[config.mk]
export PLATFORM = sky130hd
export DESIGN_NAME = smb_cfg_slave
export DESIGN_NICKNAME = d
export VERILOG_FILES = /design/src/rtl/smb_cfg_pkg.sv /design/src/rtl/smb_line_sync.sv /design/src/rtl/smb_cfg_regs.sv /design/src/rtl/smb_cfg_slave.sv
export SDC_FILE = /design/constraint.sdc
export NUM_CORES = 1
export LEC_CHECK = 0
export ABC_CLOCK_PERIOD_IN_PS = 4400
export BUFFER_PORTS_ARGS = -buffer_cell sky130_fd_sc_hd__buf_4
export CORE_AREA = 2 2 87 89
export CTS_BUF_LIST = sky130_fd_sc_hd__clkbuf_8
export CTS_CLUSTER_SIZE = 16
export DETAILED_ROUTE_END_ITERATION = 8
export DIE_AREA = 0 0 89 91
export PLACE_DENSITY = 0.7
export SKIP_LAST_GASP = 1
export SLEW_MARGIN = 20
export SYNTH_ARGS = -nofsm -noshare
export SYNTH_HDL_FRONTEND = slang
export SYNTH_HIERARCHICAL = 1
export SYNTH_SLANG_ARGS = --single-unit
[constraint.sdc]
create_clock -name clk -period 4.4 [get_ports clk]
set_input_delay 0.44 -clock clk [delete_from_list [all_inputs] [get_ports clk]]
set_output_delay 0.44 -clock clk [all_outputs]
set_load 0.02 [all_outputs]
[src/rtl/smb_cfg_pkg.sv]
// Shared definitions for the serial configuration slave: the state
// encoding, the per-register reset values and the writable-bit masks.
// Assumes register indices beyond the defined six are fully writable
// and reset to zero.
package smb_cfg_pkg;

    typedef enum logic [2:0] {
        ST_IDLE,
        ST_RX,
        ST_ACK_WAIT,
        ST_ACK_DRV,
        ST_TX,
        ST_TX_ACK,
        ST_TX_NEXT,
        ST_HOLD
    } smb_state_t;

    // Reset value of a register.
    function automatic logic [7:0] reg_default(input int idx);
        case (idx)
            0:       return 8'hF6;
            1:       return 8'h3F;
            2:       return 8'hE0;
            3:       return 8'h7E;
            default: return 8'h00;
        endcase
    endfunction

    // Bits of a register that a write may set; the rest read as zero.
    function automatic logic [7:0] reg_mask(input int idx);
        case (idx)
            0:       return 8'hFE;
            1:       return 8'h3F;
            2:       return 8'hE0;
            3:       return 8'h7F;
            4:       return 8'h80;
            5:       return 8'hE3;
            default: return 8'hFF;
        endcase
    endfunction

endpackage

[src/rtl/smb_line_sync.sv]
// Brings SCL and SDA into the system clock domain and derives the
// clock edges and the START and STOP conditions from them.
// Assumes the system clock samples each SCL level several times.
module smb_line_sync #(
    parameter int STAGES = 2
) (
    input  logic clk,
    input  logic rst_n,
    input  logic scl_i,
    input  logic sda_i,
    output logic scl_s,
    output logic sda_s,
    output logic scl_rise,
    output logic scl_fall,
    output logic start_det,
    output logic stop_det
);
    logic [STAGES-1:0] scl_pipe;
    logic [STAGES-1:0] sda_pipe;
    logic              scl_d;
    logic              sda_d;

    // Shift the raw lines through the synchronizer chain.
    always_ff @(posedge clk) begin
        if (!rst_n) begin
            scl_pipe <= '1;
            sda_pipe <= '1;
            scl_d    <= 1'b1;
            sda_d    <= 1'b1;
        end else begin
            scl_pipe <= {scl_pipe[STAGES-2:0], scl_i};
            sda_pipe <= {sda_pipe[STAGES-2:0], sda_i};
            scl_d    <= scl_pipe[STAGES-1];
            sda_d    <= sda_pipe[STAGES-1];
        end
    end

    // Decode edges and bus conditions from the current and previous samples.
    always_comb begin
        scl_s     = scl_pipe[STAGES-1];
        sda_s     = sda_pipe[STAGES-1];
        scl_rise  = scl_s & ~scl_d;
        scl_fall  = ~scl_s & scl_d;
        start_det = scl_s & scl_d & sda_d & ~sda_s;
        stop_det  = scl_s & scl_d & ~sda_d & sda_s;
    end

endmodule

[src/rtl/smb_cfg_regs.sv]
// Bank of configuration registers with masked writes, a read
// multiplexer and a flat copy of all contents. Assumes the slot index
// is already checked against the register count for writes.
module smb_cfg_regs
    import smb_cfg_pkg::*;
#(
    parameter int NUM_REGS = 6,
    parameter int IDX_W    = 5
) (
    input  logic                  clk,
    input  logic                  rst_n,
    input  logic                  wr_en,
    input  logic [IDX_W-1:0]      wr_slot,
    input  logic [7:0]            wr_data,
    input  logic [IDX_W-1:0]      rd_slot,
    output logic [7:0]            rd_data,
    output logic [NUM_REGS*8-1:0] regs_o
);
    logic [7:0] reg_q [NUM_REGS];

    for (genvar g = 0; g < NUM_REGS; g++) begin : g_reg
        localparam logic [7:0] RST_VAL = reg_default(g);
        localparam logic [7:0] WR_MASK = reg_mask(g);

        // Hold one register; load masked data when this slot is addressed.
        always_ff @(posedge clk) begin
            if (!rst_n)
                reg_q[g] <= RST_VAL;
            else if (wr_en && (wr_slot == IDX_W'(g)))
                reg_q[g] <= wr_data & WR_MASK;
        end

        assign regs_o[g*8 +: 8] = reg_q[g];
    end

    // Select the register named by the read slot, zero if out of range.
    always_comb begin
        rd_data = 8'h00;
        for (int i = 0; i < NUM_REGS; i++)
            if (rd_slot == IDX_W'(i))
                rd_data = reg_q[i];
    end

endmodule

[src/rtl/smb_cfg_slave.sv]
// Two-wire slave for block writes and reads of the configuration bank.
// Writes: address, ignored command, ignored count, then data from
// register 0. Reads: address, then count, then registers in order.
// Assumes SCL and SDA are oversampled; no clock stretching.
module smb_cfg_slave
    import smb_cfg_pkg::*;
#(
    parameter int          NUM_REGS    = 6,
    parameter int          MAX_BYTES   = 10,
    parameter int          SYNC_STAGES = 2,
    parameter logic [7:0]  WR_ADDR     = 8'hD2,
    parameter logic [7:0]  RD_ADDR     = 8'hD3
) (
    input  logic                  clk,
    input  logic                  rst_n,
    input  logic                  scl_i,
    input  logic                  sda_i,
    input  logic                  pwr_down_i,
    output logic                  sda_pull_o,
    output logic [NUM_REGS*8-1:0] regs_o
);
    localparam int               IDX_W     = $clog2(MAX_BYTES + 3) + 1;
    localparam logic [IDX_W-1:0] IDX_LIMIT = IDX_W'(MAX_BYTES + 2);
    localparam logic [IDX_W-1:0] SLOT_LIM  = IDX_W'(NUM_REGS);
    localparam logic [IDX_W-1:0] IDX_SAT   = '1;

    logic scl_s, sda_s, scl_rise, scl_fall, start_det, stop_det;

    smb_cfg_pkg::smb_state_t state_q;
    logic [2:0]       bit_cnt_q;
    logic [7:0]       shift_q;
    logic [IDX_W-1:0] idx_q;
    logic             addr_phase_q;
    logic             rd_mode_q;
    logic             pull_q;

    logic [7:0]       rx_byte;
    logic             byte_done;
    logic [IDX_W-1:0] wr_slot;
    logic [IDX_W-1:0] rd_slot;
    logic             wr_en;
    logic [7:0]       rd_data;
    logic [7:0]       tx_src;
    logic [IDX_W-1:0] idx_inc;

    smb_line_sync #(.STAGES(SYNC_STAGES)) u_sync (
        .clk       (clk),
        .rst_n     (rst_n),
        .scl_i     (scl_i),
        .sda_i     (sda_i),
        .scl_s     (scl_s),
        .sda_s     (sda_s),
        .scl_rise  (scl_rise),
        .scl_fall  (scl_fall),
        .start_det (start_det),
        .stop_det  (stop_det)
    );

    smb_cfg_regs #(.NUM_REGS(NUM_REGS), .IDX_W(IDX_W)) u_regs (
        .clk     (clk),
        .rst_n   (rst_n),
        .wr_en   (wr_en),
        .wr_slot (wr_slot),
        .wr_data (rx_byte),
        .rd_slot (rd_slot),
        .rd_data (rd_data),
        .regs_o  (regs_o)
    );

    // Decode the completed byte, the write strobe and the next byte to send.
    always_comb begin
        rx_byte   = {shift_q[6:0], sda_s};
        byte_done = (state_q == ST_RX) && scl_rise && (bit_cnt_q == 3'd7);
        wr_slot   = idx_q - IDX_W'(2);
        rd_slot   = idx_q - IDX_W'(1);
        idx_inc   = (idx_q == IDX_SAT) ? idx_q : idx_q + IDX_W'(1);
        wr_en     = byte_done && !addr_phase_q && !rd_mode_q && !pwr_down_i
                    && !start_det && !stop_det
                    && (idx_q >= IDX_W'(2)) && (wr_slot < SLOT_LIM);
        if (idx_q == '0)
            tx_src = 8'(NUM_REGS);
        else if (rd_slot < SLOT_LIM)
            tx_src = rd_data;
        else
            tx_src = 8'h00;
    end

    // Byte-level protocol engine: receive, acknowledge, transmit, abort.
    always_ff @(posedge clk) begin
        if (!rst_n) begin
            state_q      <= ST_IDLE;
            bit_cnt_q    <= '0;
            shift_q      <= '0;
            idx_q        <= '0;
            addr_phase_q <= 1'b0;
            rd_mode_q    <= 1'b0;
            pull_q       <= 1'b0;
        end else if (pwr_down_i) begin
            state_q <= ST_IDLE;
            pull_q  <= 1'b0;
        end else if (start_det) begin
            state_q      <= ST_RX;
            bit_cnt_q    <= '0;
            addr_phase_q <= 1'b1;
            rd_mode_q    <= 1'b0;
            pull_q       <= 1'b0;
        end else if (stop_det) begin
            state_q <= ST_IDLE;
            pull_q  <= 1'b0;
        end else begin
            case (state_q)
                ST_RX: begin
                    if (scl_rise) begin
                        shift_q   <= rx_byte;
                        bit_cnt_q <= bit_cnt_q + 3'd1;
                        if (bit_cnt_q == 3'd7) begin
                            if (addr_phase_q) begin
                                addr_phase_q <= 1'b0;
                                idx_q        <= '0;
                                if (rx_byte == WR_ADDR) begin
                                    rd_mode_q <= 1'b0;
                                    state_q   <= ST_ACK_WAIT;
                                end else if (rx_byte == RD_ADDR) begin
                                    rd_mode_q <= 1'b1;
                                    state_q   <= ST_ACK_WAIT;
                                end else begin
                                    state_q <= ST_HOLD;
                                end
                            end else if (idx_q < IDX_LIMIT) begin
                                idx_q   <= idx_inc;
                                state_q <= ST_ACK_WAIT;
                            end else begin
                                state_q <= ST_HOLD;
                            end
                        end
                    end
                end
                ST_ACK_WAIT: begin
                    if (scl_fall) begin
                        pull_q  <= 1'b1;
                        state_q <= ST_ACK_DRV;
                    end
                end
                ST_ACK_DRV: begin
                    if (scl_fall) begin
                        bit_cnt_q <= '0;
                        if (rd_mode_q) begin
                            shift_q <= tx_src;
                            pull_q  <= ~tx_src[7];
                            state_q <= ST_TX;
                        end else begin
                            pull_q  <= 1'b0;
                            state_q <= ST_RX;
                        end
                    end
                end
                ST_TX: begin
                    if (scl_fall) begin
                        if (bit_cnt_q == 3'd7) begin
                            pull_q  <= 1'b0;
                            state_q <= ST_TX_ACK;
                        end else begin
                            shift_q   <= {shift_q[6:0], 1'b0};
                            pull_q    <= ~shift_q[6];
                            bit_cnt_q <= bit_cnt_q + 3'd1;
                        end
                    end
                end
                ST_TX_ACK: begin
                    if (scl_rise) begin
                        if (sda_s) begin
                            state_q <= ST_HOLD;
                        end else begin
                            idx_q   <= idx_inc;
                            state_q <= ST_TX_NEXT;
                        end
                    end
                end
                ST_TX_NEXT: begin
                    if (scl_fall) begin
                        shift_q   <= tx_src;
                        pull_q    <= ~tx_src[7];
                        bit_cnt_q <= '0;
                        state_q   <= ST_TX;
                    end
                end
                default: ;
            endcase
        end
    end

    assign sda_pull_o = pull_q;

endmodule

==> metrics.cfg, run 1 <==
[min_path]
hold_class=in2reg

[cts]
numClockSinks=56
h-tree-depth=2
cts_resized=0
cts_buffer_depth=2
cts_tree=yes
cts_made_buffers=5
cts-hold-fix-buffers=0
cts_root_buffer=clkbuf_8
post_cts_buffers=0
insertion_delay_ns=0.32
clk_pin_slew_ns=0.10

[synth]
synth_top_area_frac=0.250
synth_cell_types=78
yosysTopAreaCell=edfxtp_1
yosys-top-cells-area=edfxtp_1 25%, dfxtp_1 16%, buf_4 4.5%, ha_1 2.9%, a21oi_1 2.7%
avgSynthCellArea_sq_um=9.73
synth_edf_count=29
synth_seq_area_share=0.405
netlist_area_sq_um=3480
synth_ff_type=edfxtp_1
synthTopCellsByCount=29 x edfxtp_1, 27 x dfxtp_1, 22 x nor2_1
yosysWarnings=6
ys_async_sr_fraction=0
yosysMostFrequentCell=edfxtp_1
syn_inst=358
ys_seq_elements=56

[place]
dpl_worst_slack_ns=1.05
dp_hpwl_microns=5920
io_buffer_count=34
gp_congestion=0.897

[layout]
layout-drive-gt1-share=0.198
syn_to_final_growth_pct=10.4
fin_util=0.539
fillers=627
finalNetCount=401
insertedDiodeCount=0

[routing]
drt-initial-drc-count=185
ant_nets=0
vias=2783
wl_per_cell_microns=16.4
wl_microns=8010
drc_errors=0
firstDrtPassIters=4
via_per_inst=5.70

[die]
start_util=0.488
die-area_sq_um=8100
rows=31
io_pins=54
die_y_microns=91
core_sq_um=7140
die-width_microns=89

[global_route]
grt_max_degree=28
grt_pass1_wl_microns=13500
grt_overflow=0
antenna_found_initial=0
track_usage=0.211
grt_pass1_vias=2665

[critical_path]
cp_data_arrival_time_ns=3.34
cp-start-kind=flop
crit_path_top_delay_cell=o21ai_0
critical_path_buf_inv_count=0
crit_path_end_kind=flop
crit_chain=and4b_1 -> nor3_2 -> nand4_1 -> or4_1 -> nor2_1 -> nor3b_2 -> nand2_1 -> o21ai_0
max_stage_delay_ns=0.64
crit_type=reg2reg
cp_max_fo=10
crit_family=simple AND/OR/NAND/NOR gates
cp.required_ns=4.35

[pwr]
vdd_drop_max_mv=0.197
leakagePower_nw=1.45
power_density_nw_per_um2=266

[timing]
fin_crit_sh=0.770
clock_skew_ns=0.00814
layout_min_cycle_time_ns=3.39
max_freq_mhz=295
finalSetupViolations=0
max-slew-margin-rel=0.433
tightestPinTransition_ns=0.849
final_max_slew_viol_count=0
hold_viol_final=0
setup_tns_ns=0
rsz0062_at_grt=no
finalWorstSetupSlack_ns=1.01

[outcome]
status=finished, final reports clean

[job]
drv_cap=0

-- state kept, by name, indices dropped and copies added, names as in the netlist --
| register | cells |
|---|---|
| rd_mode_q | 1 |
| u_sync/scl_d | 1 |
| addr_phase_q | 1 |
| u_sync/scl_pipe | 2 |
| shift_q | 7 |
| u_regs/reg_q | 29 |
| state_q | 3 |
| bit_cnt_q | 3 |
| u_sync/sda_pipe | 2 |
| idx_q | 5 |
| sda_pull_o | 1 |
| u_sync/sda_d | 1 |
-- final timing paths --
kind,to,slack (ns),from,depth (start not counted)
max,u_regs/reg_q[0][9]$_SDFFCE_PN1P_,1.01,u_sync/sda_pipe[1]$_SDFF_PN1_,8
min,u_sync/scl_pipe[0]$_SDFF_PN1_,0.30,scl_i,2
max reg2reg,u_regs/reg_q[0][9]$_SDFFCE_PN1P_,1.01,u_sync/sda_pipe[1]$_SDFF_PN1_,8
min reg2reg,u_sync/sda_pipe[1]$_SDFF_PN1_,0.42,u_sync/sda_pipe[0]$_SDFF_PN1_,1
-- cell type report --
cell class                      count  area [sq um]  share of cell area
Clock buffer                        5          68.8              0.0179
Inverter                           14          52.6              0.0137
Timing Repair Buffer               37           278              0.0723
Sequential cell                    56          1410               0.367
Clock inverter                      3          46.3              0.0120
Multi-Input combinational cell    274          1860               0.485
Tap cell                           99           124              0.0322
-- cell usage in the layout (no fill, tap or decap), types with 7 or more instances in the layout --
cell type and count:
a21oi_1 19, and2_1 9, buf_4 37, conb_1 19, dfxtp_1 27, edfxtp_1 29, ha_1 8, inv_1 13
mux2i_1 8, nand2_1 16, nand2b_1 15, nor2_1 22, nor2b_1 7, o21ai_0 9, o21ai_1 13, or2_2 11
or3_1 7
-- power by group --
part	switching (mW)	internal, mW
Sequential	0.0131	0.565
Clock	0.178	0.173
Combinational	0.0611	0.0309
Total	0.252	0.768
-- stage by stage --
step	power (mW)	hold WS, ns	area, sq um	instances
3_3_place_gp	0.680	0.390	3730	480
2_1_floorplan	0.657	0.386	3550	376
3_5_place_dp	0.681	0.393	3730	480
6_report	1.02	0.303	3840	488
4_1_cts	1.03	0.294	3840	488
5_1_grt	1.05	0.305	3840	488
-- per-layer routing --
| layer | wire (microns) | up-vias | track usage |
|---|---|---|---|
| met2 | 3680 | 82 | 0.330 |
| li1 | - | 1351 | - |
| met3 | 513 | 7 | 0.0418 |
| met5 | 0 | - | 0 |
| met4 | 87 | 0 | 0.0522 |
| met1 | 3720 | 1343 | 0.299 |
-- kinds of logic after synthesis --
| family | Yosys count | share of synthesized area |
|---|---|---|
| compound gates | 92 | 0.193 |
| xor+xnor | 6 | 0.0151 |
| fa+ha+maj | 8 | 0.0287 |
| buf+inv | 46 | 0.0791 |
| flops | 56 | 0.405 |
| mux | 9 | 0.0262 |
| other cells | 1 | 0.00108 |
| simple gates | 140 | 0.252 |
(Power assumes the default switching activity.)
==> run 2, diff against run 1 <==
- ABC_CLOCK_PERIOD_IN_PS: 4400 -> 3200
- clock period: 4.4 -> 3.2 ns (I/O delays scaled with it)
==> metrics.cfg, run 2 (same netlist as run 1, synthesis figures left out) <==
[timing]
hold_viol_final=0
finalSetupViolations=0
final_max_slew_viol_count=0
clock_skew_ns=0.0114
max_freq_mhz=344
setup_tns_ns=0
tightestPinTransition_ns=0.667
layout_min_cycle_time_ns=2.91
rsz0062_at_grt=no
max-slew-margin-rel=0.554
fin_crit_sh=0.908
finalWorstSetupSlack_ns=0.295

[cts]
insertion_delay_ns=0.31
h-tree-depth=2
cts_buffer_depth=2
clk_pin_slew_ns=0.10
cts_root_buffer=clkbuf_8
numClockSinks=56
post_cts_buffers=0
cts_tree=yes
cts-hold-fix-buffers=0
cts_made_buffers=5
cts_resized=0

[routing]
firstDrtPassIters=4
wl_per_cell_microns=16.3
via_per_inst=5.63
drc_errors=0
drt-initial-drc-count=247
wl_microns=8120
vias=2807
ant_nets=0

[layout]
syn_to_final_growth_pct=12.1
ff_latch_area_sq_um=1410
final_cell_mix=48 x buf_4, 29 x edfxtp_1, 27 x dfxtp_1
fillers=678
multiInputGateArea_sq_um=1870
finalInstanceArea_sq_um=3900
finalNetCount=412
fin_util=0.547
top_regs=u_regs/reg_q x29, shift_q x7, idx_q x5
layout-drive-gt1-share=0.218
final_common_cell=buf_4
top_register=u_regs/reg_q
insertedDiodeCount=0
largest_reg_flops=29

[global_route]
grt_overflow=0
antenna_found_initial=0
grt_max_degree=28
track_usage=0.212
grt_pass1_vias=2627
grt_pass1_wl_microns=13500

[critical_path]
cp.required_ns=3.27
crit_type=reg2reg
cp_data_arrival_time_ns=2.98
crit_path_end_kind=flop
cp_max_fo=8
cp-start-kind=flop

[place]
gp_congestion=0.885
dp_hpwl_microns=6100
io_buffer_count=34
dpl_worst_slack_ns=0.193
place_area_sq_um=3810

[min_path]
hold_class=in2reg

[pwr]
leakagePower_nw=1.51
vdd_drop_max_mv=0.263
power_density_nw_per_um2=336

[die]
core_sq_um=7140
die-width_microns=89
rows=31
io_pins=54
die_y_microns=91
start_util=0.488
die-area_sq_um=8100

[job]
drv_cap=0

[outcome]
status=finished, final reports clean

[run 2: critical path, stage by stage, from the launching register on]
cell,delay [ns]
dfxtp_1,0.43
and4b_1,0.31
nor3_2,0.29
nand4_1,0.14
or4_1,0.49
nor2_1,0.13
nor3b_4,0.30
nand3_1,0.24
or2_2,0.34
[run 2: worst paths after layout]
path / startpoint / end / slack, ns / depth (start not counted)
setup / recovery: u_sync/sda_pipe[1]$_SDFF_PN1_ / u_regs/reg_q[0][1]$_SDFFCE_PN1P_ / 0.29 / 8
hold / removal: sda_i / u_sync/sda_pipe[0]$_SDFF_PN1_ / 0.18 / 2
setup reg to reg: u_sync/sda_pipe[1]$_SDFF_PN1_ / u_regs/reg_q[0][1]$_SDFFCE_PN1P_ / 0.29 / 8
hold reg to reg: u_sync/sda_pipe[0]$_SDFF_PN1_ / u_sync/sda_pipe[1]$_SDFF_PN1_ / 0.42 / 1
[run 2: power by group]
group	leakage [nW]	switching (mW)	internal (mW)	total, mW
Clock	0.0459	0.234	0.153	0.387
Sequential	0.507	0.0180	0.776	0.794
Combinational	0.959	0.0850	0.0445	0.129
[run 2: layout make-up]
type | instances | area share
clock buffer | 5 | 0.0176
clock inverter | 3 | 0.00449
inverter | 14 | 0.0135
multi-input combinational | 274 | 0.479
sequential | 56 | 0.362
tap | 99 | 0.0317
timing repair buffer | 48 | 0.0923
[run 2: routing by layer]
metal / global-route usage / part of all wire
met1: 0.313 / 0.47
met2: 0.330 / 0.46
met3: 0.0291 / 0.054
met4: 0.0498 / 0.011
met5: 0 / 0
[run 2: metrics by stage]
step	hold slack (ns)	std cells	total power, mW
final	0.181	499	1.31
after CTS	0.182	499	1.32
after detailed placement	0.402	491	0.939
after global routing	0.184	499	1.36
after global placement	0.392	491	0.939
after floorplan	0.386	376	0.903
==> run 3, diff against run 2 <==
- SETUP_SLACK_MARGIN: default -> 0.5
- SKIP_CTS_REPAIR_TIMING: default -> 1
==> metrics.cfg, run 3 (same netlist as run 1, synthesis figures left out) <==
[critical_path]
cp_data_arrival_time_ns=2.75
crit_path_top_delay_cell=or4_4
cp_max_fo=7
crit_type=reg2reg
cp.required_ns=3.21
reg2reg_from=idx_q[1]$_SDFFE_PN0P_
timing.rr.end=u_regs/reg_q[1][13]$_SDFFCE_PN1P_
critical_path_buf_inv_count=2
r2r.worst_path.cells=10
crit_family=simple AND/OR/NAND/NOR gates
reg2reg_slack_ns=0.45
crit_chain=clkinv_8 -> ha_4 -> xor2_2 -> or3_4 -> or4_4 -> nor2_4 -> nor3b_4 -> buf_6 -> nand2_4 -> o21ai_4
max_stage_delay_ns=0.44
cp-start-kind=flop
crit_path_end_kind=flop

[cts]
insertion_delay_ns=0.31
cts_tree=yes
cts_buffer_depth=2
cts_made_buffers=5
cts_root_buffer=clkbuf_8
numClockSinks=56
h-tree-depth=2
clk_pin_slew_ns=0.11

[layout]
ff_latch_area_sq_um=1420
insertedDiodeCount=0
finalNetCount=419
syn_to_final_growth_pct=20.3
largest_reg_flops=29
fillers=597
multiInputGateArea_sq_um=2050
final_common_cell=buf_4
layout-drive-gt1-share=0.297
final_cell_mix=54 x buf_4, 29 x edfxtp_1, 23 x dfxtp_1
top_regs=u_regs/reg_q x29, shift_q x7, idx_q x5
top_register=u_regs/reg_q

[timing]
max-slew-margin-rel=0.576
setup_tns_ns=0
hold_viol_final=0
whs_ns=0.177
fin_crit_sh=0.858
final_max_slew_viol_count=0
finalSetupViolations=0
max_freq_mhz=364
clock_skew_ns=0.00760
layout_min_cycle_time_ns=2.75
rsz0062_at_grt=yes
tightestPinTransition_ns=0.634

[pwr]
power_density_nw_per_um2=338
leakagePower_nw=1.63
vdd_drop_max_mv=0.356

[min_path]
holdPathEnd=u_sync/sda_pipe[0]$_SDFF_PN1_
hold_start=sda_i
holdPathStages=2
hold_class=in2reg

[die]
start_util=0.488
core_sq_um=7140
rows=31
io_pins=54
die_y_microns=91
die-area_sq_um=8100
die-width_microns=89

[global_route]
track_usage=0.211
grt_pass1_wl_microns=13100
met3_usage=0.0464
busiest_layer=met2
grtUsageMet1=0.302
antenna_found_initial=0
grt_use_met2=0.325
grt_max_degree=28
grt_overflow=0
grt_pass1_vias=2480

[job]
drv_cap=0

[place]
gp_congestion=0.873
dp_hpwl_microns=6160
io_buffer_count=34

[routing]
vias=2868
drc_errors=0
via_per_inst=5.67
wl_microns=8610
ant_nets=0
wl_per_cell_microns=17.0
firstDrtPassIters=7
drt-initial-drc-count=199

[outcome]
status=finished, final reports clean

## run 3: changes by cell type in the layout (fill, tap and decap cells not counted), moves of 4 or more
cell / previous run / this run
dfxtp_1: 27 / 23
or2_4: 0 / 10
buf_4: 48 / 54
or2_2: 11 / 1
## run 3: layout make-up
type | instances | area share
Clock buffer | 5 | 0.0164
Clock inverter | 3 | 0.0111
Tap cell | 99 | 0.0296
Inverter | 14 | 0.0155
Timing Repair Buffer | 55 | 0.0995
Multi-Input combinational cell | 274 | 0.489
Sequential cell | 56 | 0.339
## run 3: metrics by stage
step	worst slack, ns	cell area (sq um)	instances	util	power (mW)
finish	0.454	4190	506	0.587	1.41
global route	0.378	4190	506	0.587	1.46
CTS	0.205	3940	496	0.552	1.42
detailed placement	0.252	3820	488	0.536	0.941
global placement	0.349	3820	488	0.536	0.940
floorplan	0.512	3590	376	-	0.905
## run 3: layer usage
| layer | up-vias | share of wire |
|---|---|---|
| met1 | 1377 | 0.46 |
| met5 | - | 0 |
| li1 | 1385 | - |
| met3 | 13 | 0.066 |
| met4 | 0 | 0.014 |
| met2 | 93 | 0.46 |
## run 3: worst reg2reg max path: cells and delay by family (launching register included)
kind / cells / cell delay (ns)
buf+inv: 2 / 0.25
fa+ha+maj: 1 / 0.16
compound gates: 1 / 0.31
simple gates: 5 / 1.18
flops: 1 / 0.40
xor+xnor: 1 / 0.14
## run 3: worst max-delay path by stage
stage,start,end,slack [ns],depth (start not counted)
after global routing,u_sync/sda_pipe[1]$_SDFF_PN1_,u_regs/reg_q[0][7]$_SDFFCE_PN1P_,0.38,10
after detailed placement,idx_q[1]$_SDFFE_PN0P_,u_regs/reg_q[0][4]$_SDFFCE_PN1P_,0.25,9
after floorplan,idx_q[2]$_SDFFE_PN0P_,u_regs/reg_q[0][10]$_SDFFCE_PN1P_,0.51,10
after CTS,idx_q[1]$_SDFFE_PN0P_,u_regs/reg_q[0][6]$_SDFFCE_PN1P_,0.20,9
after global placement,idx_q[1]$_SDFFE_PN0P_,u_regs/reg_q[0][10]$_SDFFCE_PN1P_,0.35,9
final,idx_q[1]$_SDFFE_PN0P_,u_regs/reg_q[1][13]$_SDFFCE_PN1P_,0.45,10
## run 3: power by group
part           internal [mW]  switching (mW)  total [mW]
logic                 0.0474          0.0875       0.135
clock network          0.238           0.246       0.484
registers              0.776          0.0196       0.795
total                   1.06           0.354        1.41
